===== src/rtl/gpio_bank_pkg.sv =====
package gpio_bank_pkg;
  localparam int OFF_OUT        = 'h00;
  localparam int OFF_DIR        = 'h04;
  localparam int OFF_BLINK      = 'h08;
  localparam int OFF_POL        = 'h0C;
  localparam int OFF_DATAIN     = 'h10;
  localparam int OFF_CAUSE      = 'h14;
  localparam int OFF_EDGE_MASK  = 'h18;
  localparam int OFF_LEVEL_MASK = 'h1C;

  typedef enum logic [3:0] {
    SEL_OUT, SEL_DIR, SEL_BLINK, SEL_POL, SEL_DATAIN,
    SEL_CAUSE, SEL_EDGE_MASK, SEL_LEVEL_MASK, SEL_NONE
  } rdsel_t;

  typedef struct packed {
    logic wrOut;
    logic wrDir;
    logic wrBlink;
    logic wrPol;
    logic wrCause;
    logic wrEdgeMask;
    logic wrLevelMask;
    logic blinkPhase;
  } strobe_t;
endpackage


===== src/rtl/gpio_bank_ctrl.sv =====
module gpio_bank_ctrl
  import gpio_bank_pkg::*;
#(
  parameter int ADDR_W     = 8,
  parameter int BLINK_HALF = 4
) (
  input  logic              clk,
  input  logic              rst_n,
  input  logic [ADDR_W-1:0] busAddr,
  input  logic              busWe,
  output strobe_t           stb,
  output rdsel_t            rdSel
);
  localparam int CNT_W = (BLINK_HALF > 1) ? $clog2(BLINK_HALF) : 1;

  logic [CNT_W-1:0] blinkCnt;
  logic             blinkWave;
  logic             blinkWrap;

  assign blinkWrap = (blinkCnt == CNT_W'(BLINK_HALF - 1));

  always_ff @(posedge clk or negedge rst_n) begin
    if (!rst_n) begin
      blinkCnt  <= '0;
      blinkWave <= 1'b0;
    end else if (blinkWrap) begin
      blinkCnt  <= '0;
      blinkWave <= ~blinkWave;
    end else begin
      blinkCnt <= blinkCnt + 1'b1;
    end
  end

  always_comb begin
    unique case (busAddr)
      ADDR_W'(OFF_OUT):        rdSel = SEL_OUT;
      ADDR_W'(OFF_DIR):        rdSel = SEL_DIR;
      ADDR_W'(OFF_BLINK):      rdSel = SEL_BLINK;
      ADDR_W'(OFF_POL):        rdSel = SEL_POL;
      ADDR_W'(OFF_DATAIN):     rdSel = SEL_DATAIN;
      ADDR_W'(OFF_CAUSE):      rdSel = SEL_CAUSE;
      ADDR_W'(OFF_EDGE_MASK):  rdSel = SEL_EDGE_MASK;
      ADDR_W'(OFF_LEVEL_MASK): rdSel = SEL_LEVEL_MASK;
      default:                 rdSel = SEL_NONE;
    endcase
  end

  always_comb begin
    stb             = '0;
    stb.wrOut       = busWe && (rdSel == SEL_OUT);
    stb.wrDir       = busWe && (rdSel == SEL_DIR);
    stb.wrBlink     = busWe && (rdSel == SEL_BLINK);
    stb.wrPol       = busWe && (rdSel == SEL_POL);
    stb.wrCause     = busWe && (rdSel == SEL_CAUSE);
    stb.wrEdgeMask  = busWe && (rdSel == SEL_EDGE_MASK);
    stb.wrLevelMask = busWe && (rdSel == SEL_LEVEL_MASK);
    stb.blinkPhase  = blinkWave;
  end

  // a bus write to the data-in offset raises no write strobe
  p_datain_ro_r9: assert property (@(posedge clk) disable iff (!rst_n)
    (busWe && busAddr == ADDR_W'(OFF_DATAIN)) |->
      ($countones({stb.wrOut, stb.wrDir, stb.wrBlink, stb.wrPol,
                   stb.wrCause, stb.wrEdgeMask, stb.wrLevelMask}) == 0));

  // at most one register is written per bus cycle
  p_one_strobe_r2: assert property (@(posedge clk) disable iff (!rst_n)
    $onehot0({stb.wrOut, stb.wrDir, stb.wrBlink, stb.wrPol,
              stb.wrCause, stb.wrEdgeMask, stb.wrLevelMask}));

  // the blink wave only turns over after a full half period
  p_blink_half_r8: assert property (@(posedge clk) disable iff (!rst_n)
    !$stable(blinkWave) |-> ($past(blinkCnt) == CNT_W'(BLINK_HALF - 1)));
endmodule


===== src/rtl/gpio_bank_datapath.sv =====
module gpio_bank_datapath
  import gpio_bank_pkg::*;
#(
  parameter int LINES   = 32,
  parameter int GROUP_W = 8
) (
  input  logic               clk,
  input  logic               rst_n,
  input  strobe_t            stb,
  input  rdsel_t             rdSel,
  input  logic [LINES-1:0]   busWdata,
  output logic [LINES-1:0]   busRdata,
  input  logic [LINES-1:0]   pinIn,
  output logic [LINES-1:0]   pinOut,
  output logic [LINES-1:0]   pinOe,
  output logic [LINES/GROUP_W-1:0] irqSummary
);
  localparam int GROUPS = LINES / GROUP_W;

  logic [LINES-1:0] outVal, dirIn, blinkEn, polInv;
  logic [LINES-1:0] edgeCause, edgeMask, levelMask;
  logic [LINES-1:0] syncA, syncB, prevAdj;
  logic [LINES-1:0] adjIn, riseHit, lineIrq, blinkGate;

  always_ff @(posedge clk or negedge rst_n) begin
    if (!rst_n) begin
      syncA   <= '0;
      syncB   <= '0;
      prevAdj <= '0;
    end else begin
      syncA   <= pinIn;
      syncB   <= syncA;
      prevAdj <= adjIn;
    end
  end

  assign adjIn   = syncB ^ polInv;
  assign riseHit = adjIn & ~prevAdj;

  always_ff @(posedge clk or negedge rst_n) begin
    if (!rst_n) begin
      outVal    <= '0;
      dirIn     <= '1;
      blinkEn   <= '0;
      polInv    <= '0;
      edgeMask  <= '0;
      levelMask <= '0;
      edgeCause <= '0;
    end else begin
      if (stb.wrOut)       outVal    <= busWdata;
      if (stb.wrDir)       dirIn     <= busWdata;
      if (stb.wrBlink)     blinkEn   <= busWdata;
      if (stb.wrPol)       polInv    <= busWdata;
      if (stb.wrEdgeMask)  edgeMask  <= busWdata;
      if (stb.wrLevelMask) levelMask <= busWdata;
      edgeCause <= (edgeCause & (stb.wrCause ? busWdata : '1)) | riseHit;
    end
  end

  assign lineIrq   = (adjIn & levelMask) | (edgeCause & edgeMask);
  assign blinkGate = blinkEn & {LINES{~stb.blinkPhase}};
  assign pinOut    = outVal & ~blinkGate;
  assign pinOe     = ~dirIn;

  for (genvar g = 0; g < GROUPS; g++) begin : g_summary
    assign irqSummary[g] = |lineIrq[g*GROUP_W +: GROUP_W];
  end

  always_comb begin
    unique case (rdSel)
      SEL_OUT:        busRdata = outVal;
      SEL_DIR:        busRdata = dirIn;
      SEL_BLINK:      busRdata = blinkEn;
      SEL_POL:        busRdata = polInv;
      SEL_DATAIN:     busRdata = adjIn;
      SEL_CAUSE:      busRdata = edgeCause;
      SEL_EDGE_MASK:  busRdata = edgeMask;
      SEL_LEVEL_MASK: busRdata = levelMask;
      default:        busRdata = '0;
    endcase
  end

  // without a cause write, no pending edge bit is lost
  p_cause_sticky_r5: assert property (@(posedge clk) disable iff (!rst_n)
    !stb.wrCause |=> ((edgeCause & $past(edgeCause)) == $past(edgeCause)));

  // a rising corrected input is latched on the next edge
  p_rise_latched_r5: assert property (@(posedge clk) disable iff (!rst_n)
    (riseHit != '0) |=> ((edgeCause & $past(riseHit)) == $past(riseHit)));

  // a cause write never clears a bit written as 1
  p_cause_keep_r6: assert property (@(posedge clk) disable iff (!rst_n)
    stb.wrCause |=>
      ((edgeCause & $past(edgeCause & busWdata)) == $past(edgeCause & busWdata)));
endmodule


===== src/rtl/gpio_irq_bank.sv =====
module gpio_irq_bank
  import gpio_bank_pkg::*;
#(
  parameter int LINES      = 32,
  parameter int GROUP_W    = 8,
  parameter int ADDR_W     = 8,
  parameter int BLINK_HALF = 4,
  localparam int GROUPS    = LINES / GROUP_W
) (
  input  logic              clk,
  input  logic              rst_n,
  input  logic [ADDR_W-1:0] busAddr,
  input  logic              busWe,
  input  logic [LINES-1:0]  busWdata,
  output logic [LINES-1:0]  busRdata,
  input  logic [LINES-1:0]  pinIn,
  output logic [LINES-1:0]  pinOut,
  output logic [LINES-1:0]  pinOe,
  output logic [GROUPS-1:0] irqSummary
);
  strobe_t stb;
  rdsel_t  rdSel;

  gpio_bank_ctrl #(.ADDR_W(ADDR_W), .BLINK_HALF(BLINK_HALF)) u_ctrl (
    .clk(clk), .rst_n(rst_n), .busAddr(busAddr), .busWe(busWe),
    .stb(stb), .rdSel(rdSel)
  );

  gpio_bank_datapath #(.LINES(LINES), .GROUP_W(GROUP_W)) u_dp (
    .clk(clk), .rst_n(rst_n), .stb(stb), .rdSel(rdSel),
    .busWdata(busWdata), .busRdata(busRdata), .pinIn(pinIn),
    .pinOut(pinOut), .pinOe(pinOe), .irqSummary(irqSummary)
  );
endmodule


===== config.mk =====
export PLATFORM = sky130hd
export DESIGN_NAME = gpio_irq_bank
export DESIGN_NICKNAME = d
export VERILOG_FILES = /design/src/rtl/gpio_bank_pkg.sv /design/src/rtl/gpio_bank_ctrl.sv /design/src/rtl/gpio_bank_datapath.sv /design/src/rtl/gpio_irq_bank.sv
export SDC_FILE = /design/constraint.sdc
export NUM_CORES = 1
export LEC_CHECK = 0
export BUFFER_PORTS_ARGS = -buffer_cell sky130_fd_sc_hd__buf_2
export CAP_MARGIN = 20
export CORE_MARGIN = 2
export CORE_UTILIZATION = 58
export CTS_CLUSTER_SIZE = 28
export DETAILED_ROUTE_END_ITERATION = 16
export GPL_ROUTABILITY_DRIVEN = 0
export PLACE_DENSITY = 0.86
export REMOVE_ABC_BUFFERS = 1
export SLEW_MARGIN = 5
export SYNTH_ARGS = -nofsm -noshare
export SYNTH_HDL_FRONTEND = slang
export SYNTH_SLANG_ARGS = --single-unit

===== constraint.sdc =====
create_clock -name clk -period 1.9 [get_ports clk]
set_input_delay 0 -clock clk [delete_from_list [all_inputs] [get_ports clk]]
set_output_delay 0 -clock clk [all_outputs]
set_load 0.05 [all_outputs]

==> metrics.log <==
[metrics] reported net switching power: roughly 4.5 mW
[metrics] overall die height: 159.0 um
[metrics] Max Freq: 451.9 MHz
[metrics] share of synthesized area spent on multiplexers: 16.41%
[metrics] wire length of the first global-routing pass: 74000 um
[metrics] initial standard-cell utilization of the core: 59.15%
[metrics] maximum count of clock buffers along a single path: 3
[metrics] worst-case hold slack: 0.03231 ns
[metrics] floorplan row count: 56
[metrics] DR DRC count: 0
[metrics] insertion delay to the later sink of the worst-skew pair: ~0.53 ns
[metrics] post-route design area: 18630 sq um
[metrics] violated checks: negative setup slack
[metrics] Overflow after GRT: 0
[metrics] fraction of the yosys area taken by sequential cells: about three fifths
[metrics] total detailed-routing wirelength: 53200 um
[metrics] Slew @ Worst Pin: 0.7045 ns
[metrics] number of routed nets with antenna violations: 0
[metrics] cell type of the slowest stage on the worst timing path: sky130_fd_sc_hd__dfrtp_2
[metrics] share of synthesized flip-flops with an asynchronous set or reset: 100.0%
[metrics] fraction of the cycle the final worst path needs: 116.5%
[metrics] count of buffer and inverter cells on the critical path: 2
[metrics] RSZ-0062 raised after global routing: yes
[metrics] global router's overall resource usage: 37.65%
[metrics] dpl cell area: 15510 sq um
[metrics] ordered cell list for the critical path: xnor2_4 > inv_2 > a22o_1 > a221oi_2 > nand3_1 > buf_6
[metrics] TritonCTS clock tree: done
[metrics] max-slew violations: 0
[metrics] data required time of the critical path: 1.90 ns
[metrics] EDFF count, synth: 0
[metrics] Static Leakage: 8.675 nW
[metrics] routed wirelength normalized by instance count: 30.23 um
[metrics] Pwr Density: 893.2 nW/um^2
[metrics] core footprint: 23540 sq um
[metrics] number of buffers created by CTS: 34
[metrics] switching share of power: 27.06%
[metrics] fraction of synthesized cell area in xor and xnor cells: 2.075%
[metrics] dominant cells by area after synthesis: sky130_fd_sc_hd__dfrtp_1 (52%), sky130_fd_sc_hd__mux2_2 (13%), sky130_fd_sc_hd__dfstp_2 (6.0%)
[metrics] Critical Path AT: 2.21 ns
[metrics] full die area: 25270 sq um
[metrics] yosys warns: 0
[metrics] least setup slack across all paths after layout: -0.3126 ns
[metrics] number of antenna violations at the first check in global routing: 0
[metrics] net count reported at finish: 1491
[metrics] clk sinks: approximately 320
[metrics] Synth Register Bits: 323
[metrics] vias in the first global route: ~13000
[metrics] RR Startpoint: u_dp.syncB[5]
[metrics] Largest delay share family, worst path: compound AO/OA/AOI/OAI gates
[metrics] post-layout instance count excluding filler cells: 1760
[metrics] Setup Viol. Count Final: 32
[metrics] half-perimeter wire length after placement: 25180 um
[metrics] CP peak stage delay: ~0.45 ns
[metrics] type of origin of the critical path: flop
[metrics] synth cell count leaders: sky130_fd_sc_hd__dfrtp_1 (291), sky130_fd_sc_hd__mux2_2 (156), sky130_fd_sc_hd__a22oi_1 (70), sky130_fd_sc_hd__inv_1 (65), sky130_fd_sc_hd__o21ai_0 (64)
[metrics] mean instance size in the synthesized netlist: 12.67 sq um
[metrics] kind of capture point of the worst setup path: output port
[metrics] length of the first detailed-routing pass in iterations: 8
[metrics] adder-cell share of the synthesized area: 0.08985%
[metrics] depth of the worst register-to-register path: 4
[metrics] combined flip-flop and latch cell area: between 8000 and 9000 sq um
[metrics] Die X-Extent: ~160 um
[metrics] Antenna Cells: 0
[metrics] Max H-tree Level: 2
[metrics] fraction of post-synthesis cell area in the top cell type by area: 52.29%
[metrics] Clk Tree Root Cell: sky130_fd_sc_hd__clkbuf_16
[metrics] headroom to the max-slew limit: 52.82%
[metrics] IO buf count: 174
[metrics] cell area after technology mapping: 13930 sq um
[metrics] clock slew at the register clock pins of the worst setup and hold paths: 0.07 ns
[metrics] basic-gate share of the synthesized area counting and, or, nand and nor cells: 3.208%
[metrics] largest net degree at the start of global routing: 67
[metrics] final design utilization: 79.15%
[metrics] outcome: complete, but fails checks
[metrics] total power draw: 16.64 mW
[metrics] worst-case register-to-register setup slack: 0.71 ns
[metrics] Internal Power: approximately 12 mW
[metrics] area of combinational cells with multiple inputs: 5883 sq um
[metrics] clock power share: a little over two fifths
[metrics] compound-gate portion of the synthesized area: 15.97%
[metrics] destination of the worst register-to-register timing path: u_dp.prevAdj[5]
[metrics] via count normalized by instance count: 7.056
[metrics] Main synth FF type: sky130_fd_sc_hd__dfrtp_1
[metrics] crit path kind: flop to output port
[metrics] Post-Syn Instances: roughly 1100
[metrics] worst clock skew: 0.02188 ns
[metrics] vias post-DR: 12419
[metrics] largest fanout of any net on the critical path: 2
[metrics] number of unique standard cell types used by synthesis: 42
[metrics] maximum resistive drop on vdd: 0.0006937 V
[metrics] drt initial violations: 1873
[metrics] layout overhead on the synthesized area: 33.80%
[metrics] combinational family with the most area after synthesis: multiplexers
[metrics] combinational share of power: 12.9%
[metrics] Final Hold Violating Endpoints: 0
[metrics] shortest period the worst path allows: 2.213 ns
[metrics] maxcap violations: 0
[metrics] post-synth top area cell: sky130_fd_sc_hd__dfrtp_1
[metrics] FILL cells: 1140
[metrics] fraction of final layout cells with drive strength greater than 1: 46.43%
[metrics] number of placed instances with taps included: about 1600
[metrics] portion of total power attributed to sequential cells: 45.4%
[metrics] IO Count: 175
[metrics] Hold Crit Class: primary input to asynchronous set/reset pin
[metrics] leading cell type by number of instances after synthesis: sky130_fd_sc_hd__dfrtp_1
==> registers in the layout, indices dropped and copies added, names as in the netlist <==
signal,cells
u_dp.edgeCause,32
u_dp.prevAdj,32
u_dp.edgeMask,32
u_dp.dirIn,32
u_dp.blinkEn,32
u_dp.syncA,32
u_ctrl.blinkCnt,2
u_dp.outVal,32
u_ctrl.blinkWave,1
u_dp.levelMask,32
u_dp.syncB,32
u_dp.polInv,32
==> area by class of cell <==
| type | count | area share [%] |
|---|---|---|
| clock inverter | 10 | 0.5573 |
| inverter | 65 | 1.309 |
| multi-input combinational | 644 | 31.57 |
| timing repair buffer | 347 | 15.17 |
| clock buffer | 52 | 5.594 |
| sequential | 323 | 43.65 |
| tap | 319 | 2.142 |
==> timing repair <==
| item | CTS | global route |
|---|---|---|
| hold buffers | 65 | 0 |
| setup buffers | 30 | 23 |
| pin swaps | 45 | 86 |
| endpoints found under the hold margin | 550 | 0 |
| endpoints found under the setup margin | 36 | 47 |
| cloned | 0 | 4 |
| resized for setup | 107 | 95 |
==> cells in the final DEF, fill, tap and decap left out, drive strengths merged, types with 12 or more instances in the layout <==
cell	Yosys	routed
a22oi	70	70
xnor2	32	32
a21oi	32	32
clkbuf	45	58
nand2	35	35
a221oi	12	12
a21boi	32	32
o22ai	31	31
dlygate4sd3	0	65
inv	65	65
o21ai	64	64
a22o	12	12
dfrtp	291	291
dfstp	32	32
buf	23	275
nor2	36	36
mux2	192	192
a211o	62	62
==> logic make-up after synthesis <==
kind of cell | Yosys count
compound gates | 319
xor+xnor | 33
mux | 193
flops | 323
fa+ha+maj | 1
buf+inv | 133
simple gates | 97
==> power by group through the flow <==
stage | clock, mW | combinational (mW) | sequential [mW]
after floorplan | 0 | 0.926 | 7.49
after global routing | 7.22 | 2.22 | 7.56
after CTS | 6.76 | 1.87 | 7.48
final | 6.95 | 2.14 | 7.55
after detailed placement | 0 | 1.58 | 7.58
after global placement | 0 | 1.54 | 7.56
==> per-layer routing <==
metal | part of all wire, % | GRT usage, %
met5 | 0 | 0
met2 | 43 | 58.12
met1 | 34 | 49.38
met4 | 8.4 | 19.50
met3 | 15 | 10.37
==> through the flow <==
stage | TNS (ns) | setup slack, ns
after floorplan | -285.10 | -1.705
after global placement | -41.04 | -0.3046
after detailed placement | -48.90 | -0.3587
after CTS | -0.5761 | -0.1868
after global routing | -4.360 | -0.3790
final | -3.384 | -0.3126
==> worst max-delay path by stage <==
stage | start | endpoint | slack (ns) | cells past startpoint
floorplan | busAddr[1] | busRdata[8] | -1.70 | 4
CTS | u_dp.polInv[10] | irqSummary[1] | -0.19 | 6
global route | busAddr[7] | u_dp.edgeCause[5] | -0.38 | 7
global placement | busAddr[1] | u_dp.polInv[29] | -0.30 | 7
detailed placement | busAddr[1] | u_dp.polInv[29] | -0.36 | 7
finish | u_dp.syncB[10] | irqSummary[1] | -0.31 | 6
(Power assumes the default switching activity.)
